### src/rtl/brom_pkg.sv
package brom_pkg;
  localparam int CFG_W       = 32;
  localparam int FLD_WIDE    = 0;
  localparam int FLD_SPLIT   = 3;
  localparam int FLD_HOLD_LO = 8;
  localparam logic [CFG_W-1:0] CFG_MASK = 32'h0000_0309;
  localparam int LINE_BYTES  = 16;
  localparam int LINE_W      = LINE_BYTES * 8;
  localparam int IDX_W       = $clog2(LINE_BYTES);
  localparam int ROM_W       = 16;

  typedef enum logic [1:0] {
    S_IDLE,
    S_ACCESS,
    S_HOLD,
    S_RESTART
  } seq_state_t;

  typedef struct packed {
    logic       wide;
    logic       split;
    logic [1:0] hold;
  } brom_cfg_t;
endpackage

### src/rtl/brom_cfg_reg.sv
module brom_cfg_reg
  import brom_pkg::*;
(
  input  logic             clk,
  input  logic             rst,
  input  logic             we,
  input  logic [CFG_W-1:0] wdata,
  output logic [CFG_W-1:0] rdata,
  output brom_cfg_t        cfg
);
  brom_cfg_t cfg_q;

  always_ff @(posedge clk) begin
    if (rst) begin
      cfg_q <= '0;
    end else if (we) begin
      cfg_q.wide  <= wdata[FLD_WIDE];
      cfg_q.split <= wdata[FLD_SPLIT];
      cfg_q.hold  <= wdata[FLD_HOLD_LO +: 2];
    end
  end

  always_comb begin
    rdata = '0;
    rdata[FLD_WIDE]         = cfg_q.wide;
    rdata[FLD_SPLIT]        = cfg_q.split;
    rdata[FLD_HOLD_LO +: 2] = cfg_q.hold;
  end

  assign cfg = cfg_q;
endmodule

### src/rtl/brom_shape.sv
module brom_shape
  import brom_pkg::*;
(
  input  brom_cfg_t        cfg,
  output logic [IDX_W-1:0] beat_mask,
  output logic [IDX_W-1:0] last_idx,
  output logic [2:0]       hold_ticks
);
  always_comb begin
    unique case ({cfg.split, cfg.wide})
      2'b00:   beat_mask = IDX_W'(15);
      2'b01:   beat_mask = IDX_W'(7);
      2'b10:   beat_mask = IDX_W'(3);
      default: beat_mask = IDX_W'(1);
    endcase
    last_idx   = cfg.wide ? IDX_W'(7) : IDX_W'(15);
    hold_ticks = {cfg.hold, 1'b1};
  end
endmodule

### src/rtl/brom_collect.sv
module brom_collect
  import brom_pkg::*;
#(
  parameter int NBYTES = LINE_BYTES,
  localparam int IW    = $clog2(NBYTES)
)(
  input  logic              clk,
  input  logic              rst,
  input  logic              cap,
  input  logic              wide,
  input  logic [IW-1:0]     idx,
  input  logic [ROM_W-1:0]  din,
  output logic [NBYTES*8-1:0] data
);
  logic [NBYTES*8-1:0] data_q;

  for (genvar j = 0; j < NBYTES; j++) begin : g_lane
    localparam logic [IW-1:0] NARROW_IDX = IW'(j);
    localparam logic [IW-1:0] WIDE_IDX   = IW'(j / 2);
    localparam bit            UPPER      = (j % 2) == 1;
    logic hit;
    assign hit = wide ? (idx == WIDE_IDX) : (idx == NARROW_IDX);

    always_ff @(posedge clk) begin
      if (rst) begin
        data_q[j*8 +: 8] <= '0;
      end else if (cap && hit) begin
        data_q[j*8 +: 8] <= (wide && UPPER) ? din[15:8] : din[7:0];
      end
    end
  end

  assign data = data_q;
endmodule

### src/rtl/brom_burst_seq.sv
module brom_burst_seq
  import brom_pkg::*;
#(
  parameter int ADDR_W     = 24,
  parameter int FIRST_WAIT = 3,
  parameter int NEXT_WAIT  = 1
)(
  input  logic              clk,
  input  logic              rst,
  input  logic              cfg_we,
  input  logic [CFG_W-1:0]  cfg_wdata,
  output logic [CFG_W-1:0]  cfg_rdata,
  input  logic              req_valid,
  input  logic [ADDR_W-1:0] req_addr,
  output logic              busy,
  output logic              done,
  output logic [LINE_W-1:0] rd_data,
  output logic [ADDR_W-1:0] rom_addr,
  output logic              rom_sel,
  output logic              rom_rd,
  input  logic [ROM_W-1:0]  rom_din
);
  localparam int CNT_W = $clog2(FIRST_WAIT + NEXT_WAIT + 8) + 1;

  brom_cfg_t         cfg_now;
  brom_cfg_t         run_cfg_q;
  seq_state_t        state_q;
  logic [CNT_W-1:0]  cnt_q;
  logic [IDX_W-1:0]  idx_q;
  logic [ADDR_W-1:0] base_q;
  logic [ADDR_W-1:0] addr_q;
  logic              busy_q, done_q, sel_q, rd_q, fin_q;
  logic              wide_q;
  logic [IDX_W-1:0]  beat_mask, last_idx;
  logic [2:0]        hold_ticks;
  logic              cap;
  logic [IDX_W-1:0]  idx_next;

  brom_cfg_reg u_cfg (
    .clk   (clk),
    .rst   (rst),
    .we    (cfg_we),
    .wdata (cfg_wdata),
    .rdata (cfg_rdata),
    .cfg   (cfg_now)
  );

  brom_shape u_shape (
    .cfg        (run_cfg_q),
    .beat_mask  (beat_mask),
    .last_idx   (last_idx),
    .hold_ticks (hold_ticks)
  );

  assign wide_q   = run_cfg_q.wide;
  assign cap      = (state_q == S_ACCESS) && (cnt_q == '0);
  assign idx_next = idx_q + IDX_W'(1);

  brom_collect #(.NBYTES(LINE_BYTES)) u_collect (
    .clk  (clk),
    .rst  (rst),
    .cap  (cap),
    .wide (wide_q),
    .idx  (idx_q),
    .din  (rom_din),
    .data (rd_data)
  );

  function automatic logic [ADDR_W-1:0] beat_addr(
    input logic [ADDR_W-1:0] base,
    input logic [IDX_W-1:0]  i,
    input logic              w
  );
    return base + (ADDR_W'(i) << w);
  endfunction

  always_ff @(posedge clk) begin
    if (rst) begin
      state_q   <= S_IDLE;
      run_cfg_q <= '0;
      cnt_q     <= '0;
      idx_q     <= '0;
      base_q    <= '0;
      addr_q    <= '0;
      busy_q    <= 1'b0;
      done_q    <= 1'b0;
      sel_q     <= 1'b0;
      rd_q      <= 1'b0;
      fin_q     <= 1'b0;
    end else begin
      done_q <= 1'b0;
      unique case (state_q)
        S_IDLE: begin
          if (req_valid) begin
            run_cfg_q <= cfg_now;
            base_q    <= {req_addr[ADDR_W-1:4], 4'b0000};
            addr_q    <= {req_addr[ADDR_W-1:4], 4'b0000};
            busy_q    <= 1'b1;
            sel_q     <= 1'b1;
            rd_q      <= 1'b1;
            idx_q     <= '0;
            fin_q     <= 1'b0;
            cnt_q     <= CNT_W'(FIRST_WAIT);
            state_q   <= S_ACCESS;
          end
        end
        S_ACCESS: begin
          if (cnt_q != '0) begin
            cnt_q <= cnt_q - CNT_W'(1);
          end else begin
            idx_q <= idx_next;
            if ((idx_q & beat_mask) == beat_mask) begin
              rd_q    <= 1'b0;
              cnt_q   <= CNT_W'(hold_ticks - 3'd1);
              state_q <= S_HOLD;
              if (idx_q == last_idx) begin
                done_q <= 1'b1;
                fin_q  <= 1'b1;
              end
            end else begin
              addr_q <= beat_addr(base_q, idx_next, wide_q);
              cnt_q  <= CNT_W'(NEXT_WAIT);
            end
          end
        end
        S_HOLD: begin
          if (cnt_q != '0) begin
            cnt_q <= cnt_q - CNT_W'(1);
          end else begin
            sel_q  <= 1'b0;
            addr_q <= '0;
            if (fin_q) begin
              busy_q  <= 1'b0;
              fin_q   <= 1'b0;
              state_q <= S_IDLE;
            end else begin
              state_q <= S_RESTART;
            end
          end
        end
        S_RESTART: begin
          sel_q   <= 1'b1;
          rd_q    <= 1'b1;
          addr_q  <= beat_addr(base_q, idx_q, wide_q);
          cnt_q   <= CNT_W'(FIRST_WAIT);
          state_q <= S_ACCESS;
        end
        default: state_q <= S_IDLE;
      endcase
    end
  end

  assign busy     = busy_q;
  assign done     = done_q;
  assign rom_sel  = sel_q;
  assign rom_rd   = rd_q;
  assign rom_addr = addr_q;
endmodule

### config.mk
export PLATFORM = sky130hd
export DESIGN_NAME = brom_burst_seq
export DESIGN_NICKNAME = d
export VERILOG_FILES = /design/src/rtl/brom_pkg.sv /design/src/rtl/brom_cfg_reg.sv /design/src/rtl/brom_shape.sv /design/src/rtl/brom_collect.sv /design/src/rtl/brom_burst_seq.sv
export SDC_FILE = /design/constraint.sdc
export NUM_CORES = 1
export LEC_CHECK = 0
export CAP_MARGIN = 20
export CORE_MARGIN = 4
export CORE_UTILIZATION = 35
export CTS_CLUSTER_DIAMETER = 30
export CTS_CLUSTER_SIZE = 25
export DETAILED_ROUTE_END_ITERATION = 10
export PLACE_DENSITY = 0.67
export SLEW_MARGIN = 5
export SYNTH_ARGS = -nofsm -noshare
export SYNTH_HDL_FRONTEND = slang
export SYNTH_SLANG_ARGS = --single-unit
### constraint.sdc
create_clock -name clk -period 5.75 [get_ports clk]
set_input_delay 1.15 -clock clk [delete_from_list [all_inputs] [get_ports clk]]
set_output_delay 1.15 -clock clk [all_outputs]
set_load 0.01 [all_outputs]
==> results list <==
* Root cell of the clock tree: sky130_fd_sc_hd__clkbuf_16
* Xor/xnor share of the synthesized area: 1.43%
* Ratio of cells with drive above 1 in the final layout: 6.19%
- Sequential standard cell area: 3920 sq um
- The floorplan has 57 rows.
* Detail-routed net length per standard cell: 16.3 um
* Vias per cell: 4.97
- Power density of the placed cells: 336 nW/um^2
- The clock passes through at most 2 buffers.
- Biggest fanout along the worst timing path: 19
- In this design, the stage delay of the slowest critical-path cell is 750 ps.
* Critical path data arrival time: 3820 ps
- Measured on the finished design, the core utilization comes to 46.7%.
- Summing the areas of all compound-gate instances in the mapped netlist gives 15.8% of the synthesized area.
- The analysis attributes to cell leakage a power of 0.00418 uW.
- Of the total synthesized cell area, the portion taken by full adders, half adders and majority gates is 1.90%.
- Wires add up to 23900 um.
* CP Buf/Inv Count: 0
- The worst path in the final design needs a cycle of 3530 ps, including I/O delays and setup.
- The flow ran to the end, and the final reports show no timing, DRC or antenna violations.
- For this configuration, the core starts out at a cell density of 35.4%.
* Number of flip-flops and latches in the synthesized netlist: 196
* Final number of hold-violating endpoints: 0
* Path category of the worst min-delay check: reg -> reg
* Slowest stage cell, crit path: sky130_fd_sc_hd__dfxtp_1
- Largest net degree at the start of global routing: 108
* Net total in the final layout: 1223
- Ranked by total cell area, the synthesized netlist is headed by sky130_fd_sc_hd__dfxtp_1, sky130_fd_sc_hd__mux2i_1, sky130_fd_sc_hd__nor2_1, sky130_fd_sc_hd__a211oi_1, sky130_fd_sc_hd__nand2_1.
* Synthesis Warnings: 0
- After global routing the overflow that remains totals 0.
* VDD IR max: 0.227 mV
- Floorplan Core Area: 24200 sq um
- Of the post-synthesis cell area, the dominant cell type holds 45.7%.
* Cell with the most instances on the worst path: sky130_fd_sc_hd__nand2_1
- Die Outline Area: 27100 sq um
* Worst slew margin: 28.4%
- Routability-driven placement congestion ratio: 0.817
- Router iterations before antenna repair: 5
- Share of the clock period used by the worst path after layout: 61.4%
* Resized cells post-CTS: 0
* Post-cts hold buffer count: 0
- After synthesis, flip-flops and latches occupy 45.7% of the total area.
- Commonest non-fill, non-tap cells in the layout: sky130_fd_sc_hd__clkdlybuf4s50_1, sky130_fd_sc_hd__dfxtp_1, sky130_fd_sc_hd__nor2_1
- Antenna-violating nets left: 0
- Global routing used 17.2% of the available tracks.
- The initial antenna violation count came to 0.
- The final max-slew violation count was 0.
- Latest clock arrival within the worst-skew pair: 440 ps
* Clock transition at the registers of the reported paths: 90 ps
- After synthesis the cells add up to 8580 sq um.
- Grouping stages by cell kind, the critical path spends the most delay in simple AND/OR/NAND/NOR gates.
- Port bufs: 203
* Diodes inserted: 0
- Setup repair after global routing left no endpoint under its margin.
- Number of synthesized flops with an enable pin: 0
- The layout has 2361 filler cells.
- For this design, the sink count on the clock tree is 196.
- Detailed placement ended at an HPWL of 16600 um.
* Dominant cell type by area after synthesis: sky130_fd_sc_hd__dfxtp_1
* Startpoint Class: register
- Overall power consumption after layout is estimated at 3800 uW.
- Syn Area/Cell: 8.76 sq um
- Unique cell type count in the Yosys netlist: 63
- Width of the die: 165 um
- Num CTS Buffers: 17
- Top flip-flop cell by instance count after synthesis: sky130_fd_sc_hd__dfxtp_1
- Internal cell power: 2480 uW
- Dominant combinational cell family by area after synthesis: simple AND/OR/NAND/NOR gates
* H-tree depth: 4
- Total DRC errors in the routed layout: 0
- Mux contribution to synthesized area: 9.46%
- For the final routed database, the setup TNS stands at 0 ps.
- Across the routed clock network, the largest skew measured is 21.7 ps.
- Clock network fraction of design power: 33.8%
* Switching power total: 1320 uW
- Finished layout cell area: 11300 sq um
* P&R area growth vs syn: 31.8%
- In this run switching power makes up 34.7% of total power.
- Required time reported for the critical path endpoint: 6040 ps
- Area used by multi-input combinational logic: 4180 sq um
* Clock tree from TritonCTS: yes
- In this run the count of I/O pins placed on the die edge is 264.
* Worst setup path class: reg -> reg
- Achievable Freq: 0.283 GHz
- Combinational share of power: 25.1%
- STA classifies the critical path endpoint as a register.
- Of all flip-flops after synthesis, the portion carrying an async set or reset was 0%.
* Via total after detailed routing: 7306
- The via count of the first global-routing pass came to 6774.
- Sequential cells account for 41.1% of the total power.
- Wire length of the first global-routing pass: 37300 um
* Area after DPL: 10600 sq um
- Final setup fails: 0
- Buffers added to address setup during post-CTS repair amount to 0.
- Total of max-cap violations: 0
- Simple-Gate Fraction of Synth Area: 18.9%
- Leading cell type in the layout, fill and taps excluded: sky130_fd_sc_hd__clkdlybuf4s50_1
- Vertical die dimension: 165 um
- Cells after Synth: 980
* Actual slew at the worst max-slew pin: 1040 ps
- In this run, the number of DRC markers left after iteration 0 of detailed routing was 422.
* List of cells traversed by the critical path: nand3_1, xnor2_1, nand2_1, o21ai_0, ha_1, nand2_1, nor4_2, a31oi_1, nor4bb_1, nor3_1
[stage by stage]
stage               instances  hold WS [ps]  setup WS (ps)
floorplan                1007           436           3000
global placement         1435           442           2160
detailed placement       1436           446           2110
CTS                      1468           457           2250
global route             1471           479           2060
finish                   1471           456           2220
[synthesized netlist by cell type (all sizes together), types with 4 or more instances]
| master | n |
|---|---|
| or2 | 16 |
| nand2b | 4 |
| nor2b | 6 |
| nor4 | 4 |
| clkbuf | 53 |
| mux2i | 80 |
| a21o | 5 |
| inv | 14 |
| a221oi | 14 |
| o211ai | 5 |
| nor3 | 21 |
| buf | 51 |
| dfxtp | 196 |
| a21oi | 63 |
| or4 | 5 |
| ha | 13 |
| a22oi | 5 |
| o2111ai | 5 |
| nand4 | 7 |
| xnor2 | 8 |
| nor2 | 159 |
| nand3 | 21 |
| xor2 | 6 |
| a211oi | 58 |
| a31oi | 5 |
| o21ai | 18 |
| nand2 | 99 |
[power by group through the flow]
stage / clock, uW / sequential, uW / combinational [uW]
CTS: 1320 / 1560 / 961
detailed placement: 0 / 1590 / 955
global placement: 0 / 1590 / 943
finish: 1280 / 1560 / 955
floorplan: 0 / 1610 / 606
global route: 1380 / 1580 / 1050
[cell type report]
| cell class | count | area share [%] |
|---|---|---|
| clock buffers | 17 | 3.76 |
| well taps | 324 | 3.58 |
| clock inverters | 15 | 1.99 |
| repair buffers | 212 | 18.6 |
| flip-flops and latches | 196 | 34.7 |
| inverters | 14 | 0.465 |
| multi-input cells | 693 | 36.9 |
[final timing paths]
path / startpoint / endpoint / slack, ps / cells after the start
max reg2reg: idx_q[2] / rom_addr[23] / 2220 / 10
min: u_collect.data[126] / u_collect.data[126] / 460 / 2
max: idx_q[2] / rom_addr[23] / 2220 / 10
min reg2reg: u_collect.data[126] / u_collect.data[126] / 460 / 2
[worst register-to-register path, cell delays in order (launching register included)]
cell	delay, ps
sky130_fd_sc_hd__dfxtp_1	750
sky130_fd_sc_hd__nand3_1	170
sky130_fd_sc_hd__xnor2_1	310
sky130_fd_sc_hd__nand2_1	80
sky130_fd_sc_hd__o21ai_0	370
sky130_fd_sc_hd__ha_1	380
sky130_fd_sc_hd__nand2_1	130
sky130_fd_sc_hd__nor4_2	570
sky130_fd_sc_hd__a31oi_1	180
sky130_fd_sc_hd__nor4bb_1	360
sky130_fd_sc_hd__nor3_1	80
[registers in the layout, indices dropped and copies added, names as in the netlist]
name,flops
state_q,2
idx_q,4
u_cfg.cfg,4
done,1
busy,1
rom_rd,1
rom_sel,1
rom_addr,24
base_q,20
run_cfg_q,3
cnt_q,5
fin_q,1
wide_q,1
u_collect.data,128
[routing by layer]
metal | GRT usage [%] | share of wire (%)
met1 | 23.0 | 46
met4 | 3.74 | 1.1
met2 | 26.7 | 45
met3 | 6.29 | 7.9
met5 | 0 | 0
[kinds of logic after synthesis]
logic type      Yosys count
xor+xnor                 14
buf+inv                 118
simple gates            359
compound gates          198
mux                      81
fa+ha+maj                13
flops                   196
other cells               1
Power figures use the tool's default switching activity.
